`config.mk`:
```
export PLATFORM = sky130hd
export DESIGN_NAME = byte_lane_seq
export DESIGN_NICKNAME = d
export VERILOG_FILES = /design/src/rtl/byte_lane_seq.sv
export SDC_FILE = /design/constraint.sdc
export NUM_CORES = 1
export LEC_CHECK = 0
export BUFFER_PORTS_ARGS = -buffer_cell sky130_fd_sc_hd__buf_2
export CAP_MARGIN = 30
export CELL_PAD_IN_SITES_DETAIL_PLACEMENT = 0
export CELL_PAD_IN_SITES_GLOBAL_PLACEMENT = 1
export CORE_ASPECT_RATIO = 0.6
export CORE_MARGIN = 2
export CORE_UTILIZATION = 41
export CTS_CLUSTER_DIAMETER = 60
export CTS_CLUSTER_SIZE = 8
export DETAILED_ROUTE_END_ITERATION = 12
export PLACE_DENSITY = 0.85
export SYNTH_ARGS = -nofsm -noshare
export SYNTH_HDL_FRONTEND = slang
export SYNTH_SLANG_ARGS = --single-unit
```
`constraint.sdc`:
```
create_clock -name clk -period 3.9 [get_ports clk]
set_input_delay 0.975 -clock clk [delete_from_list [all_inputs] [get_ports clk]]
set_output_delay 0.975 -clock clk [all_outputs]
set_load 0.005 [all_outputs]
```
`src/rtl/byte_lane_seq.sv`:
```
module byte_lane_seq #(
  parameter int AW = 20
) (
  input  logic          clk,
  input  logic          rst_n,
  input  logic          req_valid,
  input  logic          req_write,
  input  logic          req_word,
  input  logic [AW-1:0] req_addr,
  input  logic [15:0]   req_wdata,
  output logic          req_ready,
  output logic          done,
  output logic [15:0]   rdata,
  output logic          bus_cyc,
  output logic          bus_we,
  output logic [AW-1:0] bus_addr,
  output logic          bus_bhe_n,
  output logic [15:0]   bus_wdata,
  input  logic [15:0]   bus_rdata,
  input  logic          bus_rdy
);

  logic          busy, second, wr, word;
  logic [AW-1:0] addr;
  logic [15:0]   wd;
  logic [7:0]    lo_byte;
  logic          both, split_first;
  logic [15:0]   result;

  assign both        = word & ~addr[0];
  assign split_first = busy & ~second & word & addr[0];

  assign req_ready = ~busy;
  assign bus_cyc   = busy;
  assign bus_we    = busy & wr;
  assign bus_addr  = second ? addr + AW'(1) : addr;
  assign bus_bhe_n = ~(busy & (both | bus_addr[0]));

  always_comb begin
    if (!busy)           bus_wdata = 16'h0000;
    else if (both)       bus_wdata = wd;
    else if (second)     bus_wdata = {8'h00, wd[15:8]};
    else if (addr[0])    bus_wdata = {wd[7:0], 8'h00};
    else                 bus_wdata = {8'h00, wd[7:0]};
  end

  always_comb begin
    if (second)          result = {bus_rdata[7:0], lo_byte};
    else if (both)       result = bus_rdata;
    else if (addr[0])    result = {8'h00, bus_rdata[15:8]};
    else                 result = {8'h00, bus_rdata[7:0]};
  end

  always_ff @(posedge clk or negedge rst_n) begin
    if (!rst_n) begin
      busy    <= 1'b0;
      second  <= 1'b0;
      wr      <= 1'b0;
      word    <= 1'b0;
      addr    <= '0;
      wd      <= 16'h0000;
      lo_byte <= 8'h00;
      done    <= 1'b0;
      rdata   <= 16'h0000;
    end else begin
      done <= 1'b0;
      if (!busy) begin
        if (req_valid) begin
          busy   <= 1'b1;
          second <= 1'b0;
          wr     <= req_write;
          word   <= req_word;
          addr   <= req_addr;
          wd     <= req_wdata;
        end
      end else if (bus_rdy) begin
        if (split_first) begin
          second  <= 1'b1;
          lo_byte <= bus_rdata[15:8];
        end else begin
          busy   <= 1'b0;
          second <= 1'b0;
          done   <= 1'b1;
          if (!wr) rdata <= result;
        end
      end
    end
  end

endmodule


```
==> run_results.csv, run 1 <==
group,metric,value,unit
outcome,outcome,"finished clean",
min_path,min_path_cells,1,
min_path,hp-class,"reg2reg",
layout,fin_nets,486,
power,ir_worst_vdd,297,µV
clocking,cts_buffers,9,
synth,syn-cell-area,3430,µm²
drt,first_pass_iters,4,
worst_setup_path,ff2ff_setup_slack,1.83,ns
clocking,htree_levels,3,
placement,place_area,4100,µm²
global_routing,overflow,0,
clocking,clk_pin_slew,0.05,ns
drt,first_iter_violations,224,
clocking,cts_buffer_depth,2,
sta,min_period_over_period,84.4,%
sta,setup_violations,0,
power,total_power,3.64,mW
placement,io_buffers,114,
worst_setup_path,worstReg2RegEnd,"rdata[2]",
clocking,clock_latency,0.33,ns
drt,drc,0,
power,power.density,835,nW/µm²
floorplanning,die-area,9130,µm²
sta,fin_ws,0.609,ns
worst_setup_path,critPathMaxFanout,14,
layout,final_util,54.7,%
sta,finalMaxSlewViolations,0,
drt,drt-total-wl,8400,µm
synth,syn_inst,313,
sta,worst_hold_slack,0.500,ns
worst_setup_path,arrival,2.32,ns
sta,finalClockSkew,0.00370,ns
clocking,cts_sinks,65,
worst_setup_path,startpoint_type,"register",
worst_setup_path,critical_path_class,"reg2out",
clocking,ctsResizeCount,0,
synth,synth-seq-cells,65,
drt,viasPerCell,5.09,
placement,place_inst,524,
floorplanning,core,7980,µm²
global_routing,antenna_found_initial,0,
synth,ys_warn_count,0,
drt,vias,2738,
sta,finalSetupTns,0,ns
sta,fmax,304,MHz
floorplanning,die_width,122,µm
floorplanning,io_pins,115,
worst_setup_path,crit_required,2.92,ns
clocking,cts_tree,"built",
placement,dpl.hpwl,6310,µm
synth,synth_area_per_cell,11.0,µm²
placement,detailedPlace.worstSlack,0.954,ns
min_path,min-delay-start,"rdata[1]",
sta,tightestPinTransition,0.760,ns
sta,finalHoldViolCount,0,
global_routing,grt_max_degree,33,
layout,diodes,0,
worst_setup_path,cpMostUsedCell,"nor2b_1",
worst_setup_path,r2r_cells,4,
sta,rsz0062_at_grt,"false",
sta,fin_crit,3.29,ns
power,power_leakage,2.02,nW
flow_run,drv_cap,0,
min_path,hold-path-endpoint,"rdata[1]",
clocking,cts_setup_buffers,0,
worst_setup_path,setup.worst_path.end_class,"output pin",
synth,syn_nets,372,
placement,gp_congestion,0.830,
layout,final_cell_mix,"114 x buf_2, 65 x dfrtp_1, 46 x mux2_2",
floorplanning,start_util,43.0,%
worst_setup_path,critical-path-max-stage-delay,0.57,ns
floorplanning,die_h,74.8,µm
floorplanning,fp-row-count,25,
drt,wire_per_inst,15.6,µm
drt,ant_nets,0,
synth,yosys.cell_types.count,36,
worst_setup_path,path_cells,"nor2b_1 > buf_4 > nor2b_1 > a22oi_1 > nor2_1 > buf_2",
layout,stdcell_count,538,
worst_setup_path,rr_startpoint,"second",
clocking,root_buffer,"clkbuf_16",
global_routing,grt_pass1_wl,13200,µm
layout,final_common_cell,"buf_2",
layout,drive_above_1_share,45.1,%
worst_setup_path,cpMaxStageDelayCell,"dfrtp_1",
layout,area_growth,27.4,%
clocking,postCtsHoldBufs,0,
global_routing,gr-usage-all-layers,19.4,%
layout,final_area,4370,µm²
synth,synth-seq-area-share,47.4,%
sta,slew_headroom,49.3,%
global_routing,grt_pass1_vias,2603,
logic make-up (layout without fill, tap and decap cells):
group | count (synthesis) | count (layout) | share of synthesized area [%]
muxes | 61 | 61 | 20.2
xor gates and xnor gates | 19 | 19 | 4.85
AOI/OAI and AO/OA | 39 | 39 | 7.12
buffers and inverters | 23 | 140 | 3.80
DFF | 65 | 65 | 47.4
adders and majority gates | 1 | 1 | 0.365
and+or+nand+nor | 105 | 105 | 16.2
worst max-delay path by stage:
stage	slack (ns)	endpoint	from
after floorplan	1.62	bus_addr[14]	addr[1]
after global placement	0.95	bus_wdata[6]	word
after detailed placement	0.95	bus_addr[14]	second
after CTS	0.59	bus_wdata[7]	word
after global routing	0.41	bus_addr[14]	second
final	0.61	bus_wdata[5]	word
worst max-delay path: cells and delay by family (launching register included):
family                 cells  cell delay, ns
AO/OA/AOI/OAI              1            0.19
buffers and inverters      2            0.31
flip-flops                 1            0.57
AND/OR/NAND/NOR            3            0.92
registers in the layout, indices dropped and copies added, names as in the netlist:
signal,flops
wd,16
word,1
second,1
bus_cyc,1
done,1
rdata,16
addr,20
wr,1
lo_byte,8
cells in the mapped netlist:
master / number / area (µm²)
xor2_1: 5 / 43.8
a22oi_1: 8 / 60.1
nor2_4: 1 / 11.3
nand3b_1: 9 / 67.6
a21oi_1: 10 / 50.1
buf_2: 11 / 55.1
and4_1: 2 / 17.5
inv_1: 2 / 7.51
a211oi_4: 1 / 20.0
mux2_2: 46 / 518
and2_1: 1 / 6.26
dfrtp_1: 65 / 1630
clkbuf_1: 5 / 18.8
o21ai_0: 11 / 55.1
mux2i_1: 8 / 80.1
mux2_4: 4 / 60.1
buf_6: 4 / 45.0
clkinv_1: 1 / 3.75
nor4_4: 2 / 42.5
mux2_1: 3 / 33.8
nor2_1: 37 / 139
nor2b_4: 1 / 13.8
nand2_2: 1 / 6.26
a31oi_1: 8 / 50.1
ha_1: 1 / 12.5
nand3_2: 1 / 10.0
nand3_1: 6 / 30.0
nor3_1: 2 / 10.0
a211o_1: 1 / 8.76
nor2b_1: 3 / 18.8
nand4_4: 1 / 21.3
nand2_1: 32 / 120
xnor2_1: 14 / 123
and3_1: 2 / 12.5
nand2_4: 1 / 11.3
nand4_1: 3 / 18.8
final cells by class:
class,count,area (µm²)
Fill cell,714,3610
Sequential cell,65,1630
Inverter,3,11.3
Multi-Input combinational cell,225,1680
Tap cell,108,135
Timing Repair Buffer,123,651
Clock buffer,14,264
report_power, final:
part / leakage [nW] / total (mW) / switching (mW) / internal, mW
sequential: 0.769 / 1.36 / 0.343 / 1.02
combinational: 1.12 / 1.56 / 0.737 / 0.826
clock: 0.129 / 0.718 / 0.260 / 0.457
layer usage:
| metal | part of all wire [%] | track usage (%) | vias up |
|---|---|---|---|
| li1 | - | - | 1323 |
| met1 | 48 | 26.9 | 1297 |
| met2 | 41 | 28.0 | 105 |
| met3 | 9.3 | 7.50 | 13 |
| met4 | 1.4 | 6.77 | 0 |
| met5 | 0 | 0 | - |
Note: power is estimated with default switching activity, not from simulation.
==> run 2, diff against run 1 <==
--- a/config.mk
+++ b/config.mk
@@ -11,11 +11,11 @@
 export CELL_PAD_IN_SITES_GLOBAL_PLACEMENT = 1
 export CORE_ASPECT_RATIO = 0.6
 export CORE_MARGIN = 2
-export CORE_UTILIZATION = 41
+export CORE_UTILIZATION = 38
 export CTS_CLUSTER_DIAMETER = 60
 export CTS_CLUSTER_SIZE = 8
 export DETAILED_ROUTE_END_ITERATION = 12
-export PLACE_DENSITY = 0.85
+export PLACE_DENSITY = 0.79
 export SYNTH_ARGS = -nofsm -noshare
 export SYNTH_HDL_FRONTEND = slang
 export SYNTH_SLANG_ARGS = --single-unit
==> constraint.sdc (replaced) <==
create_clock -name clk -period 3.2 [get_ports clk]
set_input_delay 0.8 -clock clk [delete_from_list [all_inputs] [get_ports clk]]
set_output_delay 0.8 -clock clk [all_outputs]
set_load 0.005 [all_outputs]
==> run 2 against run 1 <==
Effect of this change:
- routed wire length increased by 1.7%
- non-clock buffer count grew 1
- final cell count increased by 1.1%
- global-route usage shrank 1.2 points
- worst hold slack about the same
- worst setup slack worse by 0.33 ns
- register-to-register slack worse by 0.49 ns
- core utilization decreased by 4.0 points
- combinational power is 28% higher
- sequential power rose by 18%
- design area increased by 0.14%
==> run_results.csv, run 2 (same netlist as run 1, synthesis figures left out) <==
group,metric,value,unit
outcome,outcome,"finished clean",
power,seq_power_share,35.9,%
sta,rsz0062_at_grt,"false",
layout,final_cell_mix,"114 x buf_2, 65 x dfrtp_1, 46 x mux2_2",
sta,finalSetupTns,0,ns
layout,largestRegisters,"addr x20, rdata x16, wd x16",
layout,area_growth,27.6,%
drt,drc,0,
layout,diodes,0,
sta,finalMaxSlewViolations,0,
drt,first_iter_violations,174,
power,ir_worst_vdd,351,µV
global_routing,antenna_found_initial,0,
worst_setup_path,rr_startpoint,"addr[0]",
power,pwr-share-clk,19.6,%
layout,top_register,"addr",
worst_setup_path,critPathLaunch,"addr[0]",
placement,io_buffers,114,
drt,vias,2712,
floorplanning,fp-row-count,26,
layout,num-fill-cells,806,
power,combPwrFrac,44.4,%
floorplanning,die_width,127,µm
power,switching_power,1.66,mW
layout,final_common_cell,"buf_2",
floorplanning,core,8620,µm²
worst_setup_path,r2r_cells,5,
placement,gp_congestion,0.834,
clocking,cts_sinks,65,
sta,fin_crit,2.92,ns
global_routing,grt_max_degree,39,
worst_setup_path,worstReg2RegEnd,"rdata[1]",
layout,final_area,4370,µm²
worst_setup_path,ff2ff_setup_slack,1.34,ns
drt,drt-total-wl,8540,µm
power,power_leakage,2.02,nW
placement,detailedPlace.worstSlack,0.619,ns
power,internal-power,2.81,mW
sta,min_period_over_period,91.2,%
worst_setup_path,critical_path_class,"reg2out",
drt,wire_per_inst,15.7,µm
worst_setup_path,setup.worst_path.end_class,"output pin",
worst_setup_path,critPathMaxFanout,8,
sta,tightestPinTransition,0.781,ns
worst_setup_path,crit_required,2.40,ns
min_path,min-delay-start,"lo_byte[3]",
drt,first_pass_iters,4,
layout,final_util,50.7,%
power,power.density,1020,nW/µm²
worst_setup_path,startpoint_type,"register",
sta,fin_ws,0.283,ns
clocking,clock_latency,0.33,ns
power,sw_frac_of_total,37.1,%
sta,finalHoldViolCount,0,
clocking,root_buffer,"clkbuf_16",
drt,viasPerCell,4.99,
layout,fin_nets,487,
layout,drive_above_1_share,44.9,%
global_routing,grt_pass1_wl,13800,µm
min_path,hp-class,"reg2reg",
sta,slew_headroom,47.9,%
power,total_power,4.47,mW
clocking,cts_buffer_depth,2,
flow_run,drv_cap,0,
layout,largest_reg_flops,20,
sta,finalClockSkew,0.00433,ns
layout,multi_input_area,1680,µm²
clocking,ctsResizeCount,0,
global_routing,grt_pass1_vias,2672,
layout,seq_area,1630,µm²
clocking,clk_pin_slew,0.05,ns
floorplanning,die-area,9820,µm²
clocking,htree_levels,3,
clocking,postCtsHoldBufs,0,
floorplanning,die_h,77.6,µm
drt,ant_nets,0,
clocking,cts_tree,"built",
sta,setup_violations,0,
worst_setup_path,arrival,2.12,ns
floorplanning,io_pins,115,
global_routing,gr-usage-all-layers,18.2,%
global_routing,overflow,0,
clocking,cts_buffers,9,
floorplanning,start_util,39.8,%
sta,fmax,343,MHz
placement,dpl.hpwl,6100,µm
clocking,cts_setup_buffers,0,
placement,place_area,4120,µm²
worst_setup_path,endpoint,"bus_addr[18]",
-- run 2: per-layer routing --
layer	global-route usage (%)	up-vias	routed length, µm
li1	-	1325	-
met1	26.5	1289	4330
met2	25.4	86	3490
met3	6.34	12	601
met4	5.38	0	123
met5	0	-	0
-- run 2: worst min-delay path by stage --
stage | end | slack, ns | cells after the start
2_1_floorplan | wd[8] | 0.48 | 1
3_3_place_gp | lo_byte[5] | 0.49 | 1
3_5_place_dp | rdata[6] | 0.49 | 1
4_1_cts | lo_byte[3] | 0.51 | 1
5_1_grt | lo_byte[3] | 0.52 | 1
6_report | lo_byte[3] | 0.50 | 1
-- run 2: area by class of cell --
| cell class | instances | share of cell area, % |
|---|---|---|
| multi-input combinational | 225 | 38.4 |
| clock buffer | 15 | 5.89 |
| tap | 112 | 3.20 |
| inverter | 3 | 0.258 |
| timing repair buffer | 124 | 15.1 |
| sequential | 65 | 37.2 |
-- run 2: stage by stage --
step / hold slack (ns) / instances
2_1_floorplan: 0.481 / 313
5_1_grt: 0.519 / 544
3_5_place_dp: 0.491 / 529
3_3_place_gp: 0.490 / 529
6_report: 0.501 / 544
4_1_cts: 0.507 / 544
-- run 2: critical path: stages, from the launching register on --
cell and delay (ns):
dfrtp_1 0.39, buf_4 0.21, ha_1 0.18, nand2_1 0.14
nor4_4 0.44, nand2_1 0.14, xnor2_1 0.15, buf_2 0.13
-- run 2: power groups by stage --
stage	sequential [mW]	clock, mW	combinational (mW)
after floorplan	1.54	0	1.34
after global placement	1.59	0	1.97
after detailed placement	1.61	0	2.00
after CTS	1.61	0.900	2.01
after global routing	1.67	0.933	2.22
final	1.61	0.877	1.99
==> run 3, diff against run 2 <==
--- a/config.mk
+++ b/config.mk
@@ -15,7 +15,8 @@
 export CTS_CLUSTER_DIAMETER = 60
 export CTS_CLUSTER_SIZE = 8
 export DETAILED_ROUTE_END_ITERATION = 12
-export PLACE_DENSITY = 0.79
+export MAX_ROUTING_LAYER = met4
+export PLACE_DENSITY = 0.81
 export SYNTH_ARGS = -nofsm -noshare
 export SYNTH_HDL_FRONTEND = slang
 export SYNTH_SLANG_ARGS = --single-unit
==> run 3 against run 2 <==
Effect of this change:
- final cell count is 0.55% lower
- via count is 0.44% higher
- global-route usage is 0.37 points higher
- combinational power hardly changed
- first-iteration DRC count is 1.7% lower
- clock power is 2% higher
- clock skew is 0.0013 ns higher
- clock-buffer cell count is 2 lower
- sequential share of layout area is 0.13 points lower
- total power is 0.41% higher
==> run_results.csv, run 3 (same netlist as run 1, synthesis figures left out) <==
group,metric,value,unit
outcome,outcome,"finished clean",
power,power_leakage,2.03,nW
placement,detailedPlace.worstSlack,0.572,ns
layout,fin_nets,486,
worst_setup_path,crit_family,"simple AND/OR/NAND/NOR gates",
drt,wire_per_inst,15.6,µm
floorplanning,core,8620,µm²
global_routing,gr-usage-all-layers,18.6,%
sta,finalMaxSlewViolations,0,
clocking,postCtsHoldBufs,0,
clocking,cts_setup_buffers,0,
drt,viasPerCell,5.04,
sta,fmax,343,MHz
layout,final_common_cell,"buf_2",
floorplanning,die_width,127,µm
sta,fin_ws,0.284,ns
sta,setup_violations,0,
flow_run,drv_cap,0,
drt,ant_nets,0,
clocking,htree_levels,3,
drt,drc,0,
power,seq_power_share,36.2,%
clocking,cts_tree,"built",
worst_setup_path,critical_path_class,"reg2out",
layout,largestRegisters,"addr x20, rdata x16, wd x16",
power,combPwrFrac,43.8,%
clocking,root_buffer,"clkbuf_16",
drt,vias,2724,
worst_setup_path,crit_required,2.40,ns
floorplanning,io_pins,115,
global_routing,overflow,0,
layout,top_register,"addr",
worst_setup_path,critical-path-max-stage-delay,0.63,ns
power,power.density,1020,nW/µm²
floorplanning,start_util,39.8,%
worst_setup_path,setup.worst_path.end_class,"output pin",
clocking,cts_buffers,9,
clocking,ctsResizeCount,0,
layout,num-fill-cells,811,
sta,finalSetupTns,0,ns
placement,gp_congestion,0.910,
sta,fin_crit,2.92,ns
sta,rsz0062_at_grt,"false",
worst_setup_path,cpMaxStageDelayCell,"nor2b_1",
worst_setup_path,path_cells,"buf_4 > nor2b_1 > a22oi_1 > nor2_1 > buf_2",
drt,drt-total-wl,8430,µm
power,internal-power,2.85,mW
sta,slew_headroom,46.8,%
clocking,cts_buffer_depth,2,
global_routing,grt_pass1_wl,13700,µm
layout,drive_above_1_share,45.7,%
floorplanning,die-area,9820,µm²
sta,finalClockSkew,0.00564,ns
global_routing,grt_max_degree,35,
power,switching_power,1.64,mW
sta,min_period_over_period,91.1,%
clocking,clk_pin_slew,0.05,ns
floorplanning,die_h,77.6,µm
worst_setup_path,arrival,2.12,ns
sta,finalHoldViolCount,0,
worst_setup_path,startpoint_type,"register",
placement,dpl.hpwl,6150,µm
sta,tightestPinTransition,0.798,ns
min_path,hp-class,"reg2reg",
layout,diodes,0,
global_routing,antenna_found_initial,0,
drt,first_pass_iters,4,
worst_setup_path,critPathMaxFanout,23,
layout,final_cell_mix,"114 x buf_2, 64 x dfrtp_1, 46 x mux2_2",
clocking,cts_sinks,65,
layout,area_growth,28.1,%
placement,io_buffers,114,
power,pwr-share-clk,20.0,%
drt,first_iter_violations,171,
power,sw_frac_of_total,36.6,%
global_routing,grt_pass1_vias,2677,
power,ir_worst_vdd,364,µV
layout,largest_reg_flops,20,
floorplanning,fp-row-count,26,
worst_setup_path,path_buf_inv,2,
clocking,clock_latency,0.33,ns
-- run 3: cell types whose count changed in the layout (fill, tap and decap cells not counted), sizes merged --
cell    change
clkbuf      -2
buf         -1
-- run 3: final timing paths --
check,to,cells past startpoint,slack [ns],startpoint
hold reg to reg,rdata[3],1,0.50,rdata[3]
hold / removal,rdata[3],1,0.50,rdata[3]
max in group asynchronous,addr[0],2,1.99,rst_n
setup / recovery,bus_wdata[0],5,0.28,second
min in group asynchronous,rdata[7],1,0.55,rst_n
setup reg to reg,lo_byte[0],5,1.23,addr[0]
-- run 3: per-layer routing --
layer / part of all wire (%) / wire length (µm) / track usage [%] / vias to the layer above
met5: 0 / 0 / - / -
met4: 1.0 / 86 / 6.15 / 0
met3: 6.4 / 538 / 5.52 / 9
met2: 41 / 3450 / 24.7 / 93
met1: 52 / 4350 / 26.8 / 1305
li1: - / - / - / 1317
-- run 3: layout make-up --
type | instances | area, µm² | area share (%)
Multi-Input combinational cell | 225 | 1680 | 38.2
Tap cell | 112 | 140 | 3.19
Clock buffer | 13 | 270 | 6.15
Inverter | 3 | 11.3 | 0.256
Sequential cell | 65 | 1630 | 37.1
Timing Repair Buffer | 123 | 663 | 15.1
-- run 3: power groups by stage --
| stage | Sequential [mW] | Clock, mW | Combinational (mW) |
|---|---|---|---|
| 2_1_floorplan | 1.54 | 0 | 1.34 |
| 3_3_place_gp | 1.62 | 0 | 1.96 |
| 3_5_place_dp | 1.64 | 0 | 1.98 |
| 4_1_cts | 1.63 | 0.916 | 1.99 |
| 5_1_grt | 1.70 | 0.957 | 2.19 |
| 6_report | 1.63 | 0.896 | 1.97 |
-- run 3: per-stage QoR --
stage / total power [mW] / cell area [µm²] / hold slack [ns] / utilization (%) / instances
floorplan: 2.88 / 3430 / 0.481 / - / 313
global placement: 3.58 / 4120 / 0.487 / 47.8 / 528
detailed placement: 3.62 / 4120 / 0.494 / 47.8 / 528
CTS: 4.54 / 4390 / 0.506 / 50.9 / 541
global route: 4.85 / 4390 / 0.515 / 50.9 / 541
finish: 4.49 / 4390 / 0.501 / 50.9 / 541
